## config.mk

```make
export PLATFORM = sky130hd
export DESIGN_NAME = dcsync_link
export DESIGN_NICKNAME = d
export VERILOG_FILES = /design/src/rtl/dcsync_pkg.sv /design/src/rtl/dcsync_tx.sv /design/src/rtl/dcsync_rx.sv /design/src/rtl/dcsync_timer.sv /design/src/rtl/dcsync_link.sv
export SDC_FILE = /design/constraint.sdc
export NUM_CORES = 1
export LEC_CHECK = 0
export BUFFER_PORTS_ARGS = -buffer_cell sky130_fd_sc_hd__buf_4
export CAP_MARGIN = 20
export CORE_ASPECT_RATIO = 0.6
export CORE_MARGIN = 2
export CORE_UTILIZATION = 30
export CTS_BUF_LIST = sky130_fd_sc_hd__clkbuf_16
export DETAILED_ROUTE_END_ITERATION = 6
export HOLD_SLACK_MARGIN = 0.05
export RECOVER_POWER = 25
export SETUP_SLACK_MARGIN = 0.5
export SYNTH_ARGS = -nofsm -noshare
export SYNTH_HDL_FRONTEND = slang
export SYNTH_SLANG_ARGS = --single-unit
```

## constraint.sdc

```tcl
create_clock -name clk_i -period 3.35 [get_ports clk_i]
set_clock_uncertainty 0.2 [all_clocks]
set_input_delay 0.67 -clock clk_i [delete_from_list [all_inputs] [get_ports clk_i]]
set_output_delay 0.67 -clock clk_i [all_outputs]
set_load 0.05 [all_outputs]
```

## src/rtl/dcsync_pkg.sv

```systemverilog
package dcsync_pkg;
  typedef enum logic [1:0] {
    MODE_SINGLE   = 2'd0,
    MODE_BALANCED = 2'd1,
    MODE_COUPLET  = 2'd2,
    MODE_ALT      = 2'd3
  } mode_e;

  localparam logic [3:0] COUPLET_PAT = 4'b0110;  // bit 0 is sent first
endpackage

```

## src/rtl/dcsync_tx.sv

```systemverilog
module dcsync_tx
  import dcsync_pkg::*;
#(
  parameter int TICKS     = 10,
  parameter int HI_SHORT  = 3,
  parameter int HI_LONG   = 7,
  parameter int GROUP_LEN = 50
) (
  input  logic  clk_i,
  input  logic  rst_ni,
  input  mode_e mode_i,
  input  logic  req_i,
  output logic  line_o
);
  localparam int TW = $clog2(TICKS);
  localparam int GW = $clog2(GROUP_LEN);
  localparam logic [TW-1:0] TLAST = TW'(TICKS - 1);
  localparam logic [TW-1:0] HS    = TW'(HI_SHORT);
  localparam logic [TW-1:0] HL    = TW'(HI_LONG);
  localparam logic [GW-1:0] GLAST = GW'(GROUP_LEN - 1);

  logic [TW-1:0] tick_q, tick_d;
  logic [GW-1:0] grp_q, grp_d;
  logic [2:0]    cnt_q, cnt_d;
  logic [3:0]    sr_q, sr_d;
  logic          mark_q, mark_d, pend_q, pend_d, phase_q, phase_d, line_q, line_d;
  logic          boundary, is_cpl, busy, accept, load;

  always_comb begin
    boundary = (tick_q == TLAST);
    tick_d   = boundary ? '0 : tick_q + 1'b1;
    is_cpl   = (mode_i == MODE_COUPLET);
    busy     = pend_q | (cnt_q != 3'd0);
    accept   = req_i & ~(is_cpl & busy);
    load     = pend_q | accept;
    mark_d   = mark_q;
    pend_d   = (mode_i == MODE_BALANCED) ? 1'b0 : load;
    cnt_d    = cnt_q;
    sr_d     = sr_q;
    grp_d    = grp_q;
    phase_d  = phase_q;
    if (boundary) begin
      unique case (mode_i)
        MODE_BALANCED: begin
          mark_d = phase_q;
          if (grp_q == GLAST) begin
            grp_d   = '0;
            phase_d = ~phase_q;
          end else begin
            grp_d = grp_q + 1'b1;
          end
        end
        MODE_COUPLET: begin
          if (cnt_q > 3'd1) begin
            mark_d = sr_q[1];
            sr_d   = sr_q >> 1;
            cnt_d  = cnt_q - 3'd1;
          end else if (load) begin
            mark_d = COUPLET_PAT[0];
            sr_d   = COUPLET_PAT;
            cnt_d  = 3'd4;
            pend_d = 1'b0;
          end else begin
            mark_d = 1'b0;
            cnt_d  = 3'd0;
          end
        end
        default: begin
          mark_d = load;
          pend_d = 1'b0;
        end
      endcase
    end
    line_d = tick_d < (mark_d ? HL : HS);
  end

  always_ff @(posedge clk_i or negedge rst_ni) begin
    if (!rst_ni) begin
      tick_q  <= TLAST;
      mark_q  <= 1'b0;
      pend_q  <= 1'b0;
      cnt_q   <= 3'd0;
      sr_q    <= 4'd0;
      grp_q   <= '0;
      phase_q <= 1'b0;
      line_q  <= 1'b0;
    end else begin
      tick_q  <= tick_d;
      mark_q  <= mark_d;
      pend_q  <= pend_d;
      cnt_q   <= cnt_d;
      sr_q    <= sr_d;
      grp_q   <= grp_d;
      phase_q <= phase_d;
      line_q  <= line_d;
    end
  end

  assign line_o = line_q;

  p_rise_at_tick0_r3: assert property (@(posedge clk_i) disable iff (!rst_ni)
    $rose(line_q) |-> (tick_q == '0));
  p_mark_held_in_period_r6: assert property (@(posedge clk_i) disable iff (!rst_ni)
    (tick_q != '0) |-> $stable(mark_q));
  p_no_queue_while_sending_r10: assert property (@(posedge clk_i) disable iff (!rst_ni)
    (cnt_q != 3'd0) |-> !pend_q);
endmodule

```

## src/rtl/dcsync_rx.sv

```systemverilog
module dcsync_rx #(
  parameter int TICKS       = 10,
  parameter int SAMPLE_TICK = 5,
  parameter int SYNC_STAGES = 2   // at least 2
) (
  input  logic clk_i,
  input  logic rst_ni,
  input  logic balanced_i,
  input  logic line_i,
  output logic flag_o
);
  localparam int PW = $clog2(TICKS);
  localparam logic [PW-1:0] PMAX = PW'(TICKS - 1);
  localparam logic [PW-1:0] PSMP = PW'(SAMPLE_TICK);

  logic [SYNC_STAGES-1:0] sync_q;
  logic [PW-1:0] ph_q, ph_cur;
  logic line_s, prev_q, seen_q, samp_q, samp_vld_q, flag_q;
  logic rise, sample, hit, flag_d;

  always_comb begin
    line_s = sync_q[SYNC_STAGES-1];
    rise   = line_s & ~prev_q;
    ph_cur = rise ? '0 : ((ph_q == PMAX) ? ph_q : ph_q + 1'b1);
    sample = seen_q & ~rise & (ph_cur == PSMP);
    // balanced mode flags on a change between periods, others on level
    hit    = balanced_i ? (samp_vld_q & (line_s ^ samp_q)) : line_s;
    flag_d = sample & hit;
  end

  always_ff @(posedge clk_i or negedge rst_ni) begin
    if (!rst_ni) begin
      sync_q     <= '0;
      prev_q     <= 1'b0;
      seen_q     <= 1'b0;
      ph_q       <= PMAX;
      samp_q     <= 1'b0;
      samp_vld_q <= 1'b0;
      flag_q     <= 1'b0;
    end else begin
      sync_q <= {sync_q[SYNC_STAGES-2:0], line_i};
      prev_q <= line_s;
      ph_q   <= ph_cur;
      flag_q <= flag_d;
      if (rise) seen_q <= 1'b1;
      if (sample) begin
        samp_q     <= line_s;
        samp_vld_q <= 1'b1;
      end
    end
  end

  assign flag_o = flag_q;

  p_flag_one_cycle_r4: assert property (@(posedge clk_i) disable iff (!rst_ni)
    flag_q |=> !flag_q);
  p_flag_at_mid_period_r4: assert property (@(posedge clk_i) disable iff (!rst_ni)
    flag_q |-> (ph_q == PSMP));
  p_no_flag_before_edge_r5: assert property (@(posedge clk_i) disable iff (!rst_ni)
    !seen_q |-> !flag_q);
endmodule

```

## src/rtl/dcsync_timer.sv

```systemverilog
module dcsync_timer #(
  parameter int TIMER_W = 16
) (
  input  logic               clk_i,
  input  logic               rst_ni,
  input  logic               restart_i,
  output logic [TIMER_W-1:0] timer_o
);
  logic [TIMER_W-1:0] timer_q;

  always_ff @(posedge clk_i or negedge rst_ni) begin
    if (!rst_ni)        timer_q <= '0;
    else if (restart_i) timer_q <= '0;
    else                timer_q <= timer_q + 1'b1;
  end

  assign timer_o = timer_q;

  p_timer_restart_r11: assert property (@(posedge clk_i) disable iff (!rst_ni)
    restart_i |=> (timer_q == '0));
endmodule

```

## src/rtl/dcsync_link.sv

```systemverilog
module dcsync_link
  import dcsync_pkg::*;
#(
  parameter int TICKS       = 10,
  parameter int HI_SHORT    = 3,
  parameter int HI_LONG     = 7,
  parameter int SAMPLE_TICK = 5,
  parameter int GROUP_LEN   = 50,
  parameter int SYNC_STAGES = 2,
  parameter int TIMER_W     = 16
) (
  input  logic               clk_i,
  input  logic               rst_ni,
  input  logic [1:0]         mode_i,
  input  logic               sync_req_i,
  output logic               line_o,
  input  logic               line_i,
  output logic               sync_o,
  output logic [TIMER_W-1:0] timer_o
);
  mode_e mode;
  logic  flag;

  assign mode = mode_e'(mode_i);

  dcsync_tx #(
    .TICKS(TICKS), .HI_SHORT(HI_SHORT), .HI_LONG(HI_LONG), .GROUP_LEN(GROUP_LEN)
  ) u_tx (
    .clk_i(clk_i), .rst_ni(rst_ni), .mode_i(mode), .req_i(sync_req_i), .line_o(line_o)
  );

  dcsync_rx #(
    .TICKS(TICKS), .SAMPLE_TICK(SAMPLE_TICK), .SYNC_STAGES(SYNC_STAGES)
  ) u_rx (
    .clk_i(clk_i), .rst_ni(rst_ni), .balanced_i(mode == MODE_BALANCED),
    .line_i(line_i), .flag_o(flag)
  );

  dcsync_timer #(.TIMER_W(TIMER_W)) u_tmr (
    .clk_i(clk_i), .rst_ni(rst_ni), .restart_i(flag), .timer_o(timer_o)
  );

  assign sync_o = flag;
endmodule

```

==> reports/results.txt <==
clk_lat worst skew: 280 ps
post-synth cell types: 42
Worst VDD drop: 218 uV
Max Slew Vio Count: 0
Initial Utilization: 31.2%
asr flop ratio synth: 100%
Post-synth EDFFs: 0
slowest CP cell: a21boi_0
routability cong.: 0.752
vias in the first global route: 1,490
leading cell type in the layout, fill and taps excluded: dfrtp_1
post-route setup slack: 976 ps
met1 Resource Use GR: 16.9%
final period utilization: 70.9%
DRT iter0 DRCs: 96
Synth Warn #: 0
CTS Buffer Depth: 2
DRC violations left: 0
CTS Buf Count: 5
minimum clock period after layout: 2370 ps
DP Wirelength: 2.94 mm
critical path's largest stage delay: 420 ps
Layout area overhead: 18.4%
I/O Buffers: 23
CTS tree: yes
antenna cells: 0
vias: 1,612
# rows: 24
hold_ws: 147 ps
commonest cells after routing, fill and taps aside: dfrtp_1 (42), nor2_1 (29), buf_4 (21)
Synth Flop Type: dfrtp_1
Worst setup EP type: register
area of the mapped netlist: 2290 um2
CTS Hold Bufs: 0
leak pwr: 0.00125 uW
clock-pin slew on the worst setup and hold paths: 60 ps
drt wl/cell: 11.8 um
vias per cell: 4.55
Final TNS setup: 0 ps
initial antenna violation count: 0
outcome: finished, final reports clean
Die ar.: 8370 um2
CP arrival: 2350 ps
CTS resizes: 0
die height: 71.7 um
P per Cell Area: 654 nW/um2
GRT Util Overall: 11.3%
worst hold path class: reg -> reg
Global Route met2 Usage: 14.6%
GRT overflow: 0
Slew headroom: 22.8%
Reg area: 1160 um2
met3 Track Usage GR: 4.40%
Multi-input gate area: 1070 um2
WP buf/inv: 1
GRT busiest layer: met1
Max Cap Viol: 0
Worst Max-Slew Pin Slew: 1160 ps
Root Buffer: clkbuf_16
first-pass GRT wire length: 7.29 mm
Post-CTS Repair Setup Buffers: 0
worst endpoint required time: 3330 ps
1st-pass router iterations: 4
largest net degree at the start of global routing: 47
antenna viol nets, final: 0
final WL: 4.17 mm
Max Clock Freq: 421 MHz
RSZ-0062 raised after global routing: no
worst-path fanout max: 5
dpl ws: 672 ps
synthesized area per cell: 10.3 um2
IO Pins: 24
Sink Count: 46
final-report setup violation count: 0
core area: 7330 um2
CP cell instances: inv_1 > ha_1 > nand2b_1 > a21boi_0 > a211oi_1 > a21o_1 > ha_1 > a211oi_1
Mapped Cells: 223
Yosys reg bits: 46
Startpoint Class: register
CP delay by family, top: compound AO/OA/AOI/OAI gates
Die X: 117 um
sequential fraction of the synthesis area: 50.5%
layout cell share with drive strength beyond 1: 18.0%
Final Net Count: 270
Crit Path Class: reg -> reg
Synth Net Count: 243
fill cell count: 750
final hold violations: 0
H-tree depth: 2
-- power breakdown --
group / internal [uW] / switching, uW / leakage, uW
sequential: 663 / 131 / 0.000578
clock: 267 / 194 / 0.0000685
combinational: 197 / 323 / 0.000602
total: 1130 / 647 / 0.00125
-- synthesized netlist by cell type, drive strengths merged (5+ instances only) --
library cell | n | share of area, %
dfrtp | 42 | 46
a211oi | 5 | 1.6
o21ai | 11 | 2.4
ha | 14 | 7.7
a21oi | 7 | 1.5
nand2 | 14 | 2.3
inv | 13 | 2.1
nor2b | 7 | 1.9
xnor2 | 10 | 3.8
xor2 | 5 | 1.9
nor3 | 8 | 1.7
nand3 | 14 | 3.1
nor2 | 30 | 5.0
-- worst register-to-register path, stage by stage (launching register included) --
cell and delay (ps):
dfrtp_1 410, inv_1 120, ha_1 160, nand2b_1 50, a21boi_0 420, a211oi_1 190, a21o_1 210, ha_1 280
a211oi_1 230
-- state kept, by name, indices dropped and copies added, names as in the netlist, 2 cells and up --
signal	flops
u_rx.ph_q	4
u_rx.sync_q	2
u_tmr.timer_o	16
u_tx.cnt_q	3
u_tx.grp_q	6
u_tx.sr_q	2
u_tx.tick_q	4
-- metal layers --
layer  share of wire (%)  routed length (um)
met1                  56                2350
met2                  36                1520
met3                 6.4                 265
met4                0.96                  40
met5                   0                   0
-- area by class of cell --
| class | count | area share, % |
|---|---|---|
| Timing Repair Buffer | 23 | 6.28 |
| Clock inverter | 2 | 0.277 |
| Clock buffer | 5 | 4.62 |
| Inverter | 13 | 1.80 |
| Tap cell | 104 | 4.80 |
| Multi-Input combinational cell | 161 | 39.6 |
| Sequential cell | 46 | 42.7 |
-- worst paths after layout --
check | slack, ps | end | cells after the start | start
max reg2reg | 980 | u_tx.line_o | 8 | u_tx.cnt_q[0]
min | 150 | u_rx.sync_q[1] | 0 | u_rx.sync_q[0]
max | 980 | u_tx.line_o | 8 | u_tx.cnt_q[0]
min reg2reg | 150 | u_rx.sync_q[1] | 0 | u_rx.sync_q[0]
min in group asynchronous | 400 | u_tmr.timer_o[4] | 1 | rst_ni
max in group asynchronous | 1830 | u_tx.grp_q[1] | 1 | rst_ni
-- logic make-up (layout without fill, tap and decap cells) --
group                    Yosys count  after routing  synth area share [%]
AO/OA/AOI/OAI                     34             34                  9.40
AND/OR/NAND/NOR                   94             94                  22.1
buffers and inverters             16             43                  2.62
flip-flops                        46             46                  50.5
XOR/XNOR                          15             15                  5.74
multiplexers                       4              4                  1.91
adder cells (fa/ha/maj)           14             14                  7.65
-- stage by stage --
| step | std cells | power [uW] | area (um2) | utilization, % |
|---|---|---|---|---|
| after floorplan | 223 | 1170 | 2290 | - |
| after global placement | 347 | 1320 | 2580 | 35.2 |
| after detailed placement | 347 | 1330 | 2580 | 35.2 |
| after CTS | 354 | 1800 | 2710 | 37.0 |
| after global routing | 354 | 1900 | 2710 | 37.0 |
| final | 354 | 1770 | 2710 | 37.0 |
Power figures use the tool's default switching activity.
